## src/rtl/uart_rx_wakeup.sv

```systemverilog
`timescale 1ns/1ps
module uart_rx_wakeup #(
  parameter int TICK_DIV = 4
) (
  input  logic       clk,
  input  logic       rst_n,
  input  logic       rxd,
  input  logic       rx_en,
  input  logic       sby_wr,
  input  logic       sby_wdata,
  input  logic       wake_sel,
  input  logic       len9,
  output logic [8:0] rx_data,
  output logic       rx_valid,
  output logic       idle_det,
  output logic       standby
);

  localparam int DW     = (TICK_DIV > 1) ? $clog2(TICK_DIV) : 1;
  localparam int IDLE_8 = 10 * 16;
  localparam int IDLE_9 = 11 * 16;

  typedef enum logic [1:0] {HUNT, START, DATA, STOP} st_t;

  logic [DW-1:0] div_q;
  logic          tick;
  logic          rx_m, rx_s, prev_hi;
  st_t           st;
  logic [3:0]    ph, nph, bidx;
  logic          v7, v8, bitv, mid;
  logic [8:0]    sh;
  logic [7:0]    icnt, thr;
  logic          idle_done, idle_hit, char_done, msb, wake;

  assign tick = (div_q == DW'(TICK_DIV - 1));

  always_ff @(posedge clk or negedge rst_n)
    if (!rst_n)                div_q <= '0;
    else if (!rx_en || tick)   div_q <= '0;
    else                       div_q <= div_q + 1'b1;

  always_ff @(posedge clk or negedge rst_n)
    if (!rst_n) begin
      rx_m <= 1'b1;
      rx_s <= 1'b1;
    end else begin
      rx_m <= rxd;
      rx_s <= rx_m;
    end

  assign nph       = ph + 4'd1;
  assign bitv      = (v7 & v8) | (v7 & rx_s) | (v8 & rx_s);
  assign mid       = tick && (nph == 4'd9);
  assign thr       = len9 ? 8'(IDLE_9 - 1) : 8'(IDLE_8 - 1);
  assign idle_hit  = rx_en && (st == HUNT) && tick && rx_s && prev_hi && !idle_done && (icnt == thr);
  assign char_done = rx_en && (st == STOP) && mid;
  assign msb       = len9 ? sh[8] : sh[7];
  assign wake      = standby && (wake_sel ? (char_done && msb) : idle_hit);

  always_ff @(posedge clk or negedge rst_n)
    if (!rst_n) begin
      st        <= HUNT;
      ph        <= '0;
      bidx      <= '0;
      v7        <= 1'b1;
      v8        <= 1'b1;
      sh        <= '0;
      icnt      <= '0;
      idle_done <= 1'b0;
      prev_hi   <= 1'b0;
    end else if (!rx_en) begin
      st        <= HUNT;
      ph        <= '0;
      icnt      <= '0;
      idle_done <= 1'b0;
      prev_hi   <= 1'b0;
    end else if (tick) begin
      prev_hi <= rx_s;
      if (st != HUNT) begin
        ph <= nph;
        if (nph == 4'd7) v7 <= rx_s;
        if (nph == 4'd8) v8 <= rx_s;
      end
      case (st)
        HUNT: begin
          if (!rx_s && prev_hi) begin
            st   <= START;
            ph   <= 4'd1;
            icnt <= '0;
          end else if (!rx_s) begin
            icnt <= '0;
          end else if (!idle_done) begin
            if (idle_hit) idle_done <= 1'b1;
            else if (prev_hi) icnt <= icnt + 8'd1;
          end
        end
        START: if (nph == 4'd9) begin
          if (!bitv) begin
            st        <= DATA;
            bidx      <= '0;
            sh        <= '0;
            idle_done <= 1'b0;
          end else begin
            st <= HUNT;
          end
        end
        DATA: if (nph == 4'd9) begin
          sh[bidx] <= bitv;
          if (bidx == (len9 ? 4'd8 : 4'd7)) st <= STOP;
          else bidx <= bidx + 4'd1;
        end
        STOP: if (nph == 4'd9) begin
          st   <= HUNT;
          icnt <= '0;
        end
        default: st <= HUNT;
      endcase
    end

  always_ff @(posedge clk or negedge rst_n)
    if (!rst_n) begin
      rx_valid <= 1'b0;
      idle_det <= 1'b0;
      rx_data  <= '0;
      standby  <= 1'b0;
    end else begin
      rx_valid <= char_done && (!standby || (wake_sel && msb));
      idle_det <= idle_hit && !standby;
      if (char_done && (!standby || (wake_sel && msb))) rx_data <= sh;
      if (sby_wr)    standby <= sby_wdata;
      else if (wake) standby <= 1'b0;
    end


  off_quiet_chk: assert property (@(posedge clk) disable iff (!rst_n)
    !rx_en |=> (!rx_valid && !idle_det));


  idle_standby_mute_chk: assert property (@(posedge clk) disable iff (!rst_n)
    (standby && !wake_sel && !sby_wr) |=> !rx_valid);


  standby_no_idle_chk: assert property (@(posedge clk) disable iff (!rst_n)
    standby |=> !idle_det);


  standby_set_by_write_chk: assert property (@(posedge clk) disable iff (!rst_n)
    $rose(standby) |-> $past(sby_wr && sby_wdata));


  write_wins_chk: assert property (@(posedge clk) disable iff (!rst_n)
    sby_wr |=> (standby == $past(sby_wdata)));


  strobes_apart_chk: assert property (@(posedge clk) disable iff (!rst_n)
    !(rx_valid && idle_det));

endmodule

```

## config.mk

```make
export PLATFORM = sky130hd
export DESIGN_NAME = uart_rx_wakeup
export DESIGN_NICKNAME = d
export VERILOG_FILES = /design/src/rtl/uart_rx_wakeup.sv
export SDC_FILE = /design/constraint.sdc
export NUM_CORES = 1
export LEC_CHECK = 0
export BUFFER_PORTS_ARGS = -buffer_cell sky130_fd_sc_hd__buf_4
export CAP_MARGIN = 0
export CORE_ASPECT_RATIO = 1.2
export CORE_MARGIN = 2
export CORE_UTILIZATION = 45
export DETAILED_ROUTE_END_ITERATION = 7
export GPL_TIMING_DRIVEN = 0
export PLACE_DENSITY_LB_ADDON = 0.05
export SYNTH_ARGS = -nofsm -noshare
export SYNTH_HDL_FRONTEND = slang
export SYNTH_SLANG_ARGS = --single-unit
export TNS_END_PERCENT = 30
```

## constraint.sdc

```tcl
create_clock -name clk -period 5.1 [get_ports clk]
set_clock_uncertainty 0.2 [all_clocks]
set_input_delay 0.765 -clock clk [delete_from_list [all_inputs] [get_ports clk]]
set_output_delay 0.765 -clock clk [all_outputs]
set_load 0.02 [all_outputs]
```

Word-level counts from Yosys, hierarchy flattened
Cells that the tools add are included. Widths: inputs -> output; s select.

Add/sub/neg operators: 4. Magnitude comparators: 2. Equality and inequality tests: 27. Multiplexer cells: 53. Bitwise logic cells: 5. Reductions and logical operators: 33.

Operators by type and width (number): $mux 8 (8); $mux 4 (10); $mux 9 (3); $reduce_and 6->1 (4); $ne 3x3->1 const B (7); $mux 2 (9); $pmux 9 s2 (1); $logic_and 1x1->1 (16); $pmux 8 s2 (1); $mux 1 (15); $ne 5x4->1 const B (3); $bwmux 9 (1); $add 4x1->4 const B (2); $add 8x1->8 const B (1); $eq 4x4->1 const B (2); $eq 8x8->1 (1); $ne 2x2->1 const B (4); $pmux 2 s4 (1); $pmux 4 s2 (1); $reduce_and 4->1 (2); $reduce_and 7->1 (1); $eq 2x2->1 const B (3); $mux 6 (1); $ne 3x1->1 const B (2); other kinds (16) (25).

Bits in registers: 47. Bits of input ports: 8. Output and inout port bits: 12. Logic and storage cells: 140.

Logic depth before layout (Yosys ltp)
Gate-level depths: netlist of run 1.

Word-level depth: 14. Mapped depth: 9. Gate-level depth less buffers: 7.

Worst setup path after synthesis of run 1
No wires, ideal clock.

Path type: input-to-reg. Start: input rx_en. End: register icnt[1]. Setup time: 0.124 ns. Arrival time: 2.053 ns. Required time: 4.776 ns. Slack: 2.723 ns. Stages on the path: 7. Path through: buf_2 > nand2_1 > nor4_1 > nand3_1 > o311a_1 > buf_2 > mux2i_1.

Longest elaborated chain between the ends: 8. Elaborated cells on any way between the ends: 14. Classes of those cells: eq/ne (6); mux (1); reduce/logical (7).

Ends and longest elaborated chain: start, declared (line 8) `input logic rx_en,`; $logic_and 1x1->1 (6 in a row) (line 55) `assign idle_hit = rx_en && (st == HUNT) && tick && rx_s && prev_hi && !idle_done && (icnt == thr);`; $ne 5x4->1 (no source line); $reduce_and 6->1 (no source line); end signal, assigned (line 94) `else if (prev_hi) icnt <= icnt + 8'd1;`; end, declared (line 32) `logic [7:0] icnt, thr;`.

Parallel ways exist; a longest one is shown, timed or not. A chain may end at the register's enable or synchronous reset.

Final worst setup path of run 1
Start: register ph[1]. End: register st[0].

Longest elaborated chain between the ends: 4. Elaborated cells on any way between the ends: 6. Classes of those cells: add/sub (1); eq/ne (4); reduce/logical (1).

Ends and longest elaborated chain: start, declared (line 29) `logic [3:0] ph, nph, bidx;`; start signal, assigned (line 80) `ph <= nph;`; $add 4x1->4 * (line 51) `assign nph = ph + 4'd1;`; $eq 4x4->1 * (line 97, 107, 112); $ne 3x3->1 (no source line); $reduce_and 6->1 (no source line) *; end signal, assigned (line 99) `st <= DATA;`; end signal, assigned (line 109) `if (bidx == (len9 ? 4'd8 : 4'd7)) st <= STOP;`; end signal, assigned (line 113) `st <= HUNT;`; end, declared (line 28) `st_t st;`.

Every way passes the cells marked *; elsewhere a longest branch is shown, timed or not.

==> results of run 1 <==
-- worst reg2reg max path, stage by stage, from the launching register on --
cell and delay [ns]:
dfrtp_1 0.45, ha_1 0.27, and2_1 0.15, a21o_1 0.18, a31oi_1 0.40, clkbuf_1 0.39, buf_2 0.33, o211ai_1 0.13
o41ai_1 0.07
-- placed cells by master, fill, tap and decap left out, types with 3 or more instances in the layout --
master | netlist | layout
dfstp_2 | 4 | 4
nor4_1 | 4 | 4
inv_1 | 9 | 9
o21ai_0 | 16 | 16
clkbuf_8 | 0 | 5
nand2b_1 | 7 | 7
nor3_1 | 5 | 5
buf_2 | 6 | 6
mux2i_1 | 3 | 3
nand2_1 | 22 | 22
o31ai_1 | 15 | 15
dfrtp_1 | 43 | 43
a31oi_1 | 8 | 8
nand3_1 | 11 | 11
ha_1 | 10 | 10
clkbuf_1 | 5 | 6
buf_4 | 0 | 18
mux2_2 | 12 | 12
a21oi_1 | 15 | 15
nand4_1 | 5 | 5
nor2_1 | 14 | 14
-- state kept, by name, indices dropped and copies added, names as in the netlist, 2 cells and up --
name and flops:
rx_data 9, sh 9, icnt 8, bidx 4, ph 4, div_q 2, st 2
-- cell usage after synthesis (2+ instances only) --
cell       n  area (um^2)
o211ai_1   2         15.0
o31ai_1   15          113
and2_1     2         12.5
a31o_2     2         17.5
buf_2      6         30.0
o21ai_0   16         80.1
nand4_1    5         31.3
nor2_1    14         52.6
inv_1      9         33.8
dfrtp_1   43         1080
clkbuf_1   5         18.8
nor4_1     4         25.0
nor3_1     5         25.0
a41oi_1    2         17.5
dfstp_2    4          105
ha_1      10          125
nand3_1   11         55.1
nand2_1   22         82.6
mux2i_1    3         30.0
a21oi_1   15         75.1
o41ai_1    2         17.5
and3_1     2         12.5
a31oi_1    8         50.1
mux2_2    12          135
nand3b_1   2         15.0
nand2b_1   7         43.8
nor2b_1    2         12.5
-- routing by layer --
metal | vias to the layer above | track usage (%) | wire [um]
met4 | 0 | 7.38 | 100
met2 | 29 | 33.0 | 2760
met3 | 9 | 3.64 | 156
met5 | - | 0 | 0
li1 | 974 | - | -
met1 | 984 | 25.2 | 2450
-- per-stage QoR --
stage / total power, mW / std cells / util (%) / setup WS, ns / instance area, um^2
finish: 0.737 / 339 / 53.2 / 2.43 / 2840
global route: 0.764 / 339 / 53.2 / 2.25 / 2840
CTS: 0.748 / 339 / 53.2 / 2.40 / 2840
detailed placement: 0.419 / 331 / 50.8 / 2.28 / 2710
global placement: 0.418 / 331 / 50.8 / 2.33 / 2710
floorplan: 0.401 / 251 / - / 2.72 / 2490
-- power groups by stage --
stage	sequential, mW	combinational, mW	clock (mW)
floorplan	0.387	0.0134	0
global placement	0.387	0.0312	0
detailed placement	0.387	0.0316	0
CTS	0.380	0.0317	0.336
global route	0.381	0.0347	0.348
finish	0.380	0.0306	0.327
-- area by class of cell --
| class | count | share of cell area, % |
|---|---|---|
| Inverter | 10 | 1.32 |
| Buffer | 11 | 1.72 |
| Clock inverter | 2 | 2.11 |
| Multi-Input combinational cell | 183 | 43.2 |
| Timing Repair Buffer | 18 | 4.76 |
| Tap cell | 62 | 2.73 |
| Sequential cell | 47 | 41.6 |
| Clock buffer | 6 | 2.56 |
-- cells by family after synthesis --
kind of cell    Yosys count  share of synthesized area (%)
simple gates             83                           16.9
fa+ha+maj                11                           5.42
flops                    47                           47.3
mux                      15                           6.62
compound gates           72                           19.6
buf+inv                  21                           3.46
xor+xnor                  2                          0.702
-- worst min path at each step --
stage                     start  endpoint  slack [ns]  depth (start not counted)
final                      rx_m      rx_s        0.16                          0
after global routing       rx_m      rx_s        0.16                          0
after CTS                  rx_m      rx_s        0.16                          0
after detailed placement   rx_m      rx_s        0.15                          0
after global placement     rx_m      rx_s        0.15                          0
after floorplan            rx_m      rx_s        0.15                          0
==> impl_results.md, run 1 <==
- Status: completed
- Vias post-DR: roughly 2.0k
- Average routed wire per standard cell: 16.1 um
- PostCTS Resize Cnt: 0
- Yosys reg bits: 47
- Row count: 29
- Number of flops mapped to enable cells by yosys: 0
- RR Endpoint: st[0]
- WS Path Type: reg -> reg
- Critical Path RT: around 5 ns
- Async S/R FF share, synth: 100%
- Delay-heaviest family, CP: compound AO/OA/AOI/OAI gates
- Part of the power in registers: between 50% and 60%
- Crit end category: flip-flop
- CTS tree: done
- Vert. Die Dim: 85.6 um
- Initial antenna violation count: 0
- Crit path cell chain: ha_1, and2_1, a21o_1, a31oi_1, clkbuf_1, buf_2, o211ai_1, o41ai_1
- WP buf/inv: 2
- Type of the tightest min-delay check: reg -> reg
- Crit path depth: 8
- Prevailing post-synth register cell: dfrtp_1
- Peak Freq: 0.374 GHz
- DR iter-0 viols: 87
- Worst setup path start: ph[1]
- Hpwl dp: 3780 um
- Initial core utilization: 46.8%
- Post-synth cell types: 48
- Nets: approximately 290
- Root buffer cell: clkbuf_8
- Die Width: 72.0 um
- Overflow after GRT: 0
- Tot GR Track Use: 19.7%
- Sequential Area: 1180 um^2
- Clock network fraction of total power: 44.3%
- Synth warnings: 0
- Worst-path clk slew: ~0.090 ns
- CTS Buf Count: 5
- First-pass GRT wire length: between 9000 and 10000 um
- Logic pwr share: 4.1%
- RePlAce Congestion: 0.832
- Syn avg cell area: about 10 um^2
- Cells on worst reg2reg path: 8
- Share of cells above drive strength 1: 18.4%
- Drt first pass iters: 4
- Largest net degree at the start of global routing: 48
- DIE AREA: 6160 um^2
- CP max-delay cell: dfrtp_1
- Int Pwr: 0.582 mW
- Setup TNS: 0 ns
- Multi-input gate area: between 1000 and 1500 um^2
- Crit start category: flip-flop
- Crit share post-route: between 50% and 60%
- Rel. slew slack: 50.0%
- Port bufs: 18
- Vias per cell: 5.89
- Worst hold slack: 0.163 ns
- WL final: between 5000 and 6000 um
- Slew Limit Fails: 0
- Switching Fraction: 21.0%
- Netlist Area Pre-Place: 2490 um^2
- Clock latency at the later pin of the worst-skew pair: about 0.30 ns
- RSZ-0062 raised after global routing: false
- Seq/Total Area, Yosys: a little under half
- Synth Net Count: 269
- Worst slew pin tran: roughly 0.75 ns
- Critical Path Sink: st[0]
- CTS sink count: 47
- Leakage: 1.24 nW
- Area growth from synthesis to layout: 13.8%
- CTS Hold Bufs: 0
- Min Clock Period, post-route: 2.67 ns
- Final setup fails: 0
- DRC: 0
- Final Hold Vio Count: 0
- Post-CTS setup buffer count: 0
- Htree depth: 2
- Core Region: 5330 um^2
- Worst VDD drop: 0.150 mV
- Maximum root-to-sink buffer count: 2
- Reg-to-reg startpoint: ph[1]
- Fillers: 476
- Crit path max fanout: 10
- Maxcap violations: 0
- Vias in the first global route: 1957
- Power per standard cell area: between 200 and 300 nW/um^2
- FF-to-FF setup slack: 2.43 ns
- Antenna Violating Nets Remaining: 0
- CP arrival: 2.67 ns
- Crit path largest cell delay: 0.45 ns
- Cells after Synth: 251
- Switch Pwr: 0.155 mW
- # IOs: 20
- ANT cells: 0
Note: power is estimated with default switching activity, not from simulation.
==> run 2: changes to the inputs <==
==> constraint.sdc (replaced) <==
create_clock -name clk -period 2.4 [get_ports clk]
set_clock_uncertainty 0.2 [all_clocks]
set_input_delay 0.36 -clock clk [delete_from_list [all_inputs] [get_ports clk]]
set_output_delay 0.36 -clock clk [all_outputs]
set_load 0.02 [all_outputs]
==> impl_results.md, run 2 (synthesis gave the netlist of run 1 again) <==
- Crit start category: flip-flop
- DR iter-0 viols: 103
- Power per standard cell area: about 530 nW/um^2
- Min Clock Period, post-route: 2.32 ns
- Initial core utilization: 46.8%
- Slew Limit Fails: 0
- RePlAce Congestion: 0.832
- Nets: 300
- Initial antenna violation count: 0
- Leading cell type in the layout, fill and taps excluded: dfrtp_1
- Rel. slew slack: around 60%
- Average routed wire per standard cell: ~16 um
- Crit path largest cell delay: 0.55 ns
- Die Width: between 70 and 80 um
- Delay-heaviest family, CP: simple AND/OR/NAND/NOR gates
- Row count: 29
- DRC: 0
- Worst VDD drop: 0.316 mV
- Vias in the first global route: slightly below 2k
- Crit end category: flip-flop
- Overflow after GRT: 0
- Type of the tightest min-delay check: in -> reg
- CP max-delay cell: or4_1
- Most frequent cells in the layout: 41 x dfrtp_1, 23 x buf_4, 21 x nand2_1
- CTS sink count: 47
- Antenna Violating Nets Remaining: 0
- Final setup fails: 0
- DIE AREA: 6160 um^2
- Clock latency at the later pin of the worst-skew pair: 0.31 ns
- Vias per cell: slightly below 6
- Vias post-DR: 2007
- Leakage: 1.27 nW
- Final Worst Setup Slack: ~0.075 ns
- Worst-path clk slew: 0.09 ns
- Crit share post-route: a little over nine tenths
- Dpl ws: -0.281 ns
- CTS tree: done
- WL final: between 5000 and 6000 um
- First-pass GRT wire length: 9620 um
- CP arrival: 2.32 ns
- CTS Buf Count: 5
- Multi-input gate area: between 1000 and 1500 um^2
- Share of cells above drive strength 1: 24.0%
- Core Region: 5330 um^2
- Status: completed
- Htree depth: 2
- Root buffer cell: clkbuf_8
- Final Hold Vio Count: 0
- Worst slew pin tran: 0.597 ns
- Drt first pass iters: 4
- Crit path max fanout: 10
- Final core occ: 55.4%
- Critical Path RT: around 2.4 ns
- Maximum root-to-sink buffer count: 2
- Tot GR Track Use: 19.8%
- Area growth from synthesis to layout: 18.5%
- Maxcap violations: 0
- Largest net degree at the start of global routing: 48
- Sequential Area: 1180 um^2
- WS Path Type: reg -> reg
- # IOs: 20
- Crit path cell chain: inv_2, ha_2, nand3b_1, nor2_2, a31oi_2, buf_4, or4_1, o211a_1
- Hpwl dp: ~3800 um
- Fillers: 475
- WP buf/inv: 2
- ANT cells: 0
- Vert. Die Dim: 85.6 um
- Regs by FF count: rx_data: 9 flops, sh: 9 flops, icnt: 8 flops
- Port bufs: 18
- Peak Freq: 0.430 GHz
-- run 2: final timing paths --
path	from	to	slack, ns	cells past startpoint
setup / recovery	ph[0]	idle_done	0.08	8
hold / removal	sby_wr	standby	0.03	2
setup reg to reg	ph[0]	idle_done	0.08	8
hold reg to reg	rx_m	rx_s	0.16	0
max in group asynchronous	rst_n	ph[0]	1.16	2
min in group asynchronous	rst_n	rx_data[6]	0.40	2
-- run 2: through the flow --
stage	instances	power, mW	setup TNS [ns]	area, um^2	hold WS, ns
floorplan	251	0.851	0	2490	-0.136
global placement	331	0.889	-4.90	2710	0.146
detailed placement	331	0.890	-5.89	2710	0.152
CTS	342	1.59	0	2900	0.0275
global route	345	1.63	-0.0158	2960	0.0190
finish	345	1.57	0	2960	0.0285
-- run 2: timing repair --
action                     CTS  global route
pin swaps                    1             1
setup buffers                1             3
hold endpoints to repair    44             0
setup endpoints to repair   31            27
hold buffers                 2             0
resized for setup            7            11
-- run 2: layout make-up --
class / instances / share of cell area (%)
multi-input cells: 183 / 43.0
flip-flops and latches: 47 / 40.1
repair buffers: 24 / 6.69
well taps: 62 / 2.62
clock buffers: 6 / 2.46
clock inverters: 2 / 2.03
plain buffers: 11 / 1.91
inverters: 10 / 1.27
-- run 2: per-layer routing --
layer / routed length [um] / track usage, %
met5: 0 / 0
met1: 2540 / 25.2
met4: 96 / 7.72
met2: 2850 / 33.4
met3: 122 / 3.64
-- run 2: where the power goes --
group          switching, mW  internal [mW]  leakage (nW)
registers            0.00709          0.800         0.630
logic                 0.0453         0.0231         0.575
clock network          0.278          0.417        0.0654
total                  0.330           1.24          1.27
==> run 3: changes to the inputs <==
--- a/config.mk
+++ b/config.mk
@@ -5,11 +5,13 @@
 export SDC_FILE = /design/constraint.sdc
 export NUM_CORES = 1
 export LEC_CHECK = 0
-export BUFFER_PORTS_ARGS = -buffer_cell sky130_fd_sc_hd__buf_4
+export BUFFER_PORTS_ARGS = -buffer_cell sky130_fd_sc_hd__buf_2
 export CAP_MARGIN = 0
+export CELL_PAD_IN_SITES_DETAIL_PLACEMENT = 0
+export CELL_PAD_IN_SITES_GLOBAL_PLACEMENT = 1
 export CORE_ASPECT_RATIO = 1.2
 export CORE_MARGIN = 2
-export CORE_UTILIZATION = 45
+export CORE_UTILIZATION = 42
 export DETAILED_ROUTE_END_ITERATION = 7
 export GPL_TIMING_DRIVEN = 0
 export PLACE_DENSITY_LB_ADDON = 0.05
==> impl_results.md, run 3 (synthesis gave the netlist of run 1 again) <==
- Status: completed
- Maxcap violations: 0
- # IOs: 20
- Leading cell type in the layout, fill and taps excluded: dfrtp_1
- Largest net degree at the start of global routing: 48
- DIE AREA: 6580 um^2
- Cell count after placement: 349
- Final setup fails: 0
- WL final: 5570 um
- CTS sink count: between 40 and 50
- Initial antenna violation count: 0
- Worst VDD drop: 0.207 mV
- Overflow after GRT: 0
- Antenna Violating Nets Remaining: 0
- Slew Limit Fails: 0
- Clock latency at the later pin of the worst-skew pair: 0.31 ns
- Reg-to-reg startpoint: ph[0]
- Average routed wire per standard cell: roughly 15 um
- Final Hold Vio Count: 0
- CTS Buf Count: 5
- Crit end category: flip-flop
- Final Worst Setup Slack: 0.143 ns
- Area growth from synthesis to layout: 14.7%
- Vias post-DR: 1980
- DRC: 0
- Maximum root-to-sink buffer count: 2
- DR iter-0 viols: between 100 and 150
- Peak Freq: 0.443 GHz
- Met3 usage: 4.10%
- Crit share post-route: 94.0%
- Core Region: between 5000 and 6000 um^2
- Critical Path RT: between 2 and 2.5 ns
- Worst-path clk slew: 0.09 ns
- Crit path max fanout: 10
- ANT cells: 0
- Row count: 30
- Grt peak-use layer: met2
- Nets: 298
- Htree depth: 2
- Port bufs: 18
- Drt first pass iters: 4
- Worst slew pin tran: 1.04 ns
- FF-to-FF setup slack: 0.14 ns
- Initial core utilization: 43.7%
- Vias per cell: 5.48
- Met1 track utilization from global routing: 25.2%
- Worst setup path start: ph[0]
- Leakage: 1.23 nW
- M2 GR Usage: 32.9%
- Most frequent cells in the layout: 41 x dfrtp_1, 23 x buf_2, 21 x nand2_1
- Vias in the first global route: 1948
- Tot GR Track Use: 19.5%
- CTS tree: done
- Power per standard cell area: 476 nW/um^2
- Type of the tightest min-delay check: in -> async
- Vert. Die Dim: between 80 and 90 um
- Non-Filler Instances: 361
- Die Width: 74.4 um
- RR Endpoint: idle_done
- Root buffer cell: clkbuf_8
- First-pass GRT wire length: around 9700 um
- WS Path Type: reg -> reg
- Dpl ws: -0.290 ns
- Rel. slew slack: a little under a third
- CP arrival: 2.26 ns
- Hpwl dp: 3910 um
- Regs by FF count: rx_data: 9 flops, sh: 9 flops, icnt: 8 flops
- Share of cells above drive strength 1: between 20% and 30%
- Min Clock Period, post-route: 2.26 ns
- Cells on worst reg2reg path: 8
- RePlAce Congestion: roughly 0.77
- Crit start category: flip-flop
-- run 3: changes by cell type in the layout (fill, tap and decap cells not counted) --
cell | before | now
clkinvlp_4 | 0 | 2
buf_2 | 5 | 23
buf_4 | 23 | 4
nor2_1 | 13 | 14
clkinv_2 | 0 | 1
bufinv_16 | 2 | 0
nor4_2 | 1 | 0
nor2_2 | 1 | 0
dlygate4sd3_1 | 2 | 1
clkbuf_2 | 1 | 0
nor4_1 | 3 | 4
-- run 3: repair_timing --
action	CTS	global route
pin swaps	1	1
buffers inserted	1	2
resized for setup	6	9
hold buffers	1	0
gates cloned	0	0
endpoints found under the setup margin	31	20
hold endpoints to repair	1	0
-- run 3: stage by stage --
step / hold WS [ns] / cell area [um^2] / util (%) / TNS, ns / power (mW)
final: 0.0344 / 2860 / 50.2 / 0 / 1.36
after global routing: 0.0388 / 2860 / 50.2 / -0.00860 / 1.43
after CTS: 0.0351 / 2820 / 49.5 / 0 / 1.38
after detailed placement: 0.147 / 2690 / 47.1 / -5.99 / 0.887
after global placement: 0.147 / 2690 / 47.1 / -5.84 / 0.887
after floorplan: -0.136 / 2490 / - / 0 / 0.851
-- run 3: critical path: stages, from the launching register on --
cell	delay, ns
dfrtp_2	0.46
inv_2	0.09
ha_2	0.20
nand3b_1	0.07
nor2_1	0.15
a31oi_2	0.09
buf_4	0.20
or4_1	0.53
o211a_1	0.15
-- run 3: final cells by class --
type / count / area [um^2]
inverters: 10 / 37.5
clock buffers: 5 / 68.8
flip-flops and latches: 47 / 1180
repair buffers: 22 / 135
well taps: 80 / 100
fillers: 567 / 2840
multi-input cells: 183 / 1260
plain buffers: 11 / 55.1
clock inverters: 3 / 20.0
-- run 3: where the power goes --
part | internal [mW] | total [mW] | switching [mW]
Combinational | 0.0185 | 0.0637 | 0.0452
Sequential | 0.800 | 0.807 | 0.00697
Clock | 0.203 | 0.491 | 0.288
-- run 3: layer usage --
layer | part of all wire, % | wire [um] | vias to the layer above
li1 | - | - | 989
met1 | 44 | 2470 | 966
met2 | 53 | 2950 | 23
met3 | 2.0 | 113 | 2
met4 | 0.56 | 31 | 0
met5 | 0 | 0 | -
-- run 3: worst max path at each step --
stage            endpoint  slack (ns)  cells after the start
3_3_place_gp   rx_data[5]       -0.29                      6
2_1_floorplan  rx_data[0]        0.11                      6
5_1_grt         idle_done      -0.009                      8
4_1_cts         idle_done       0.003                      7
3_5_place_dp   rx_data[5]       -0.29                      6
6_report        idle_done        0.14                      8
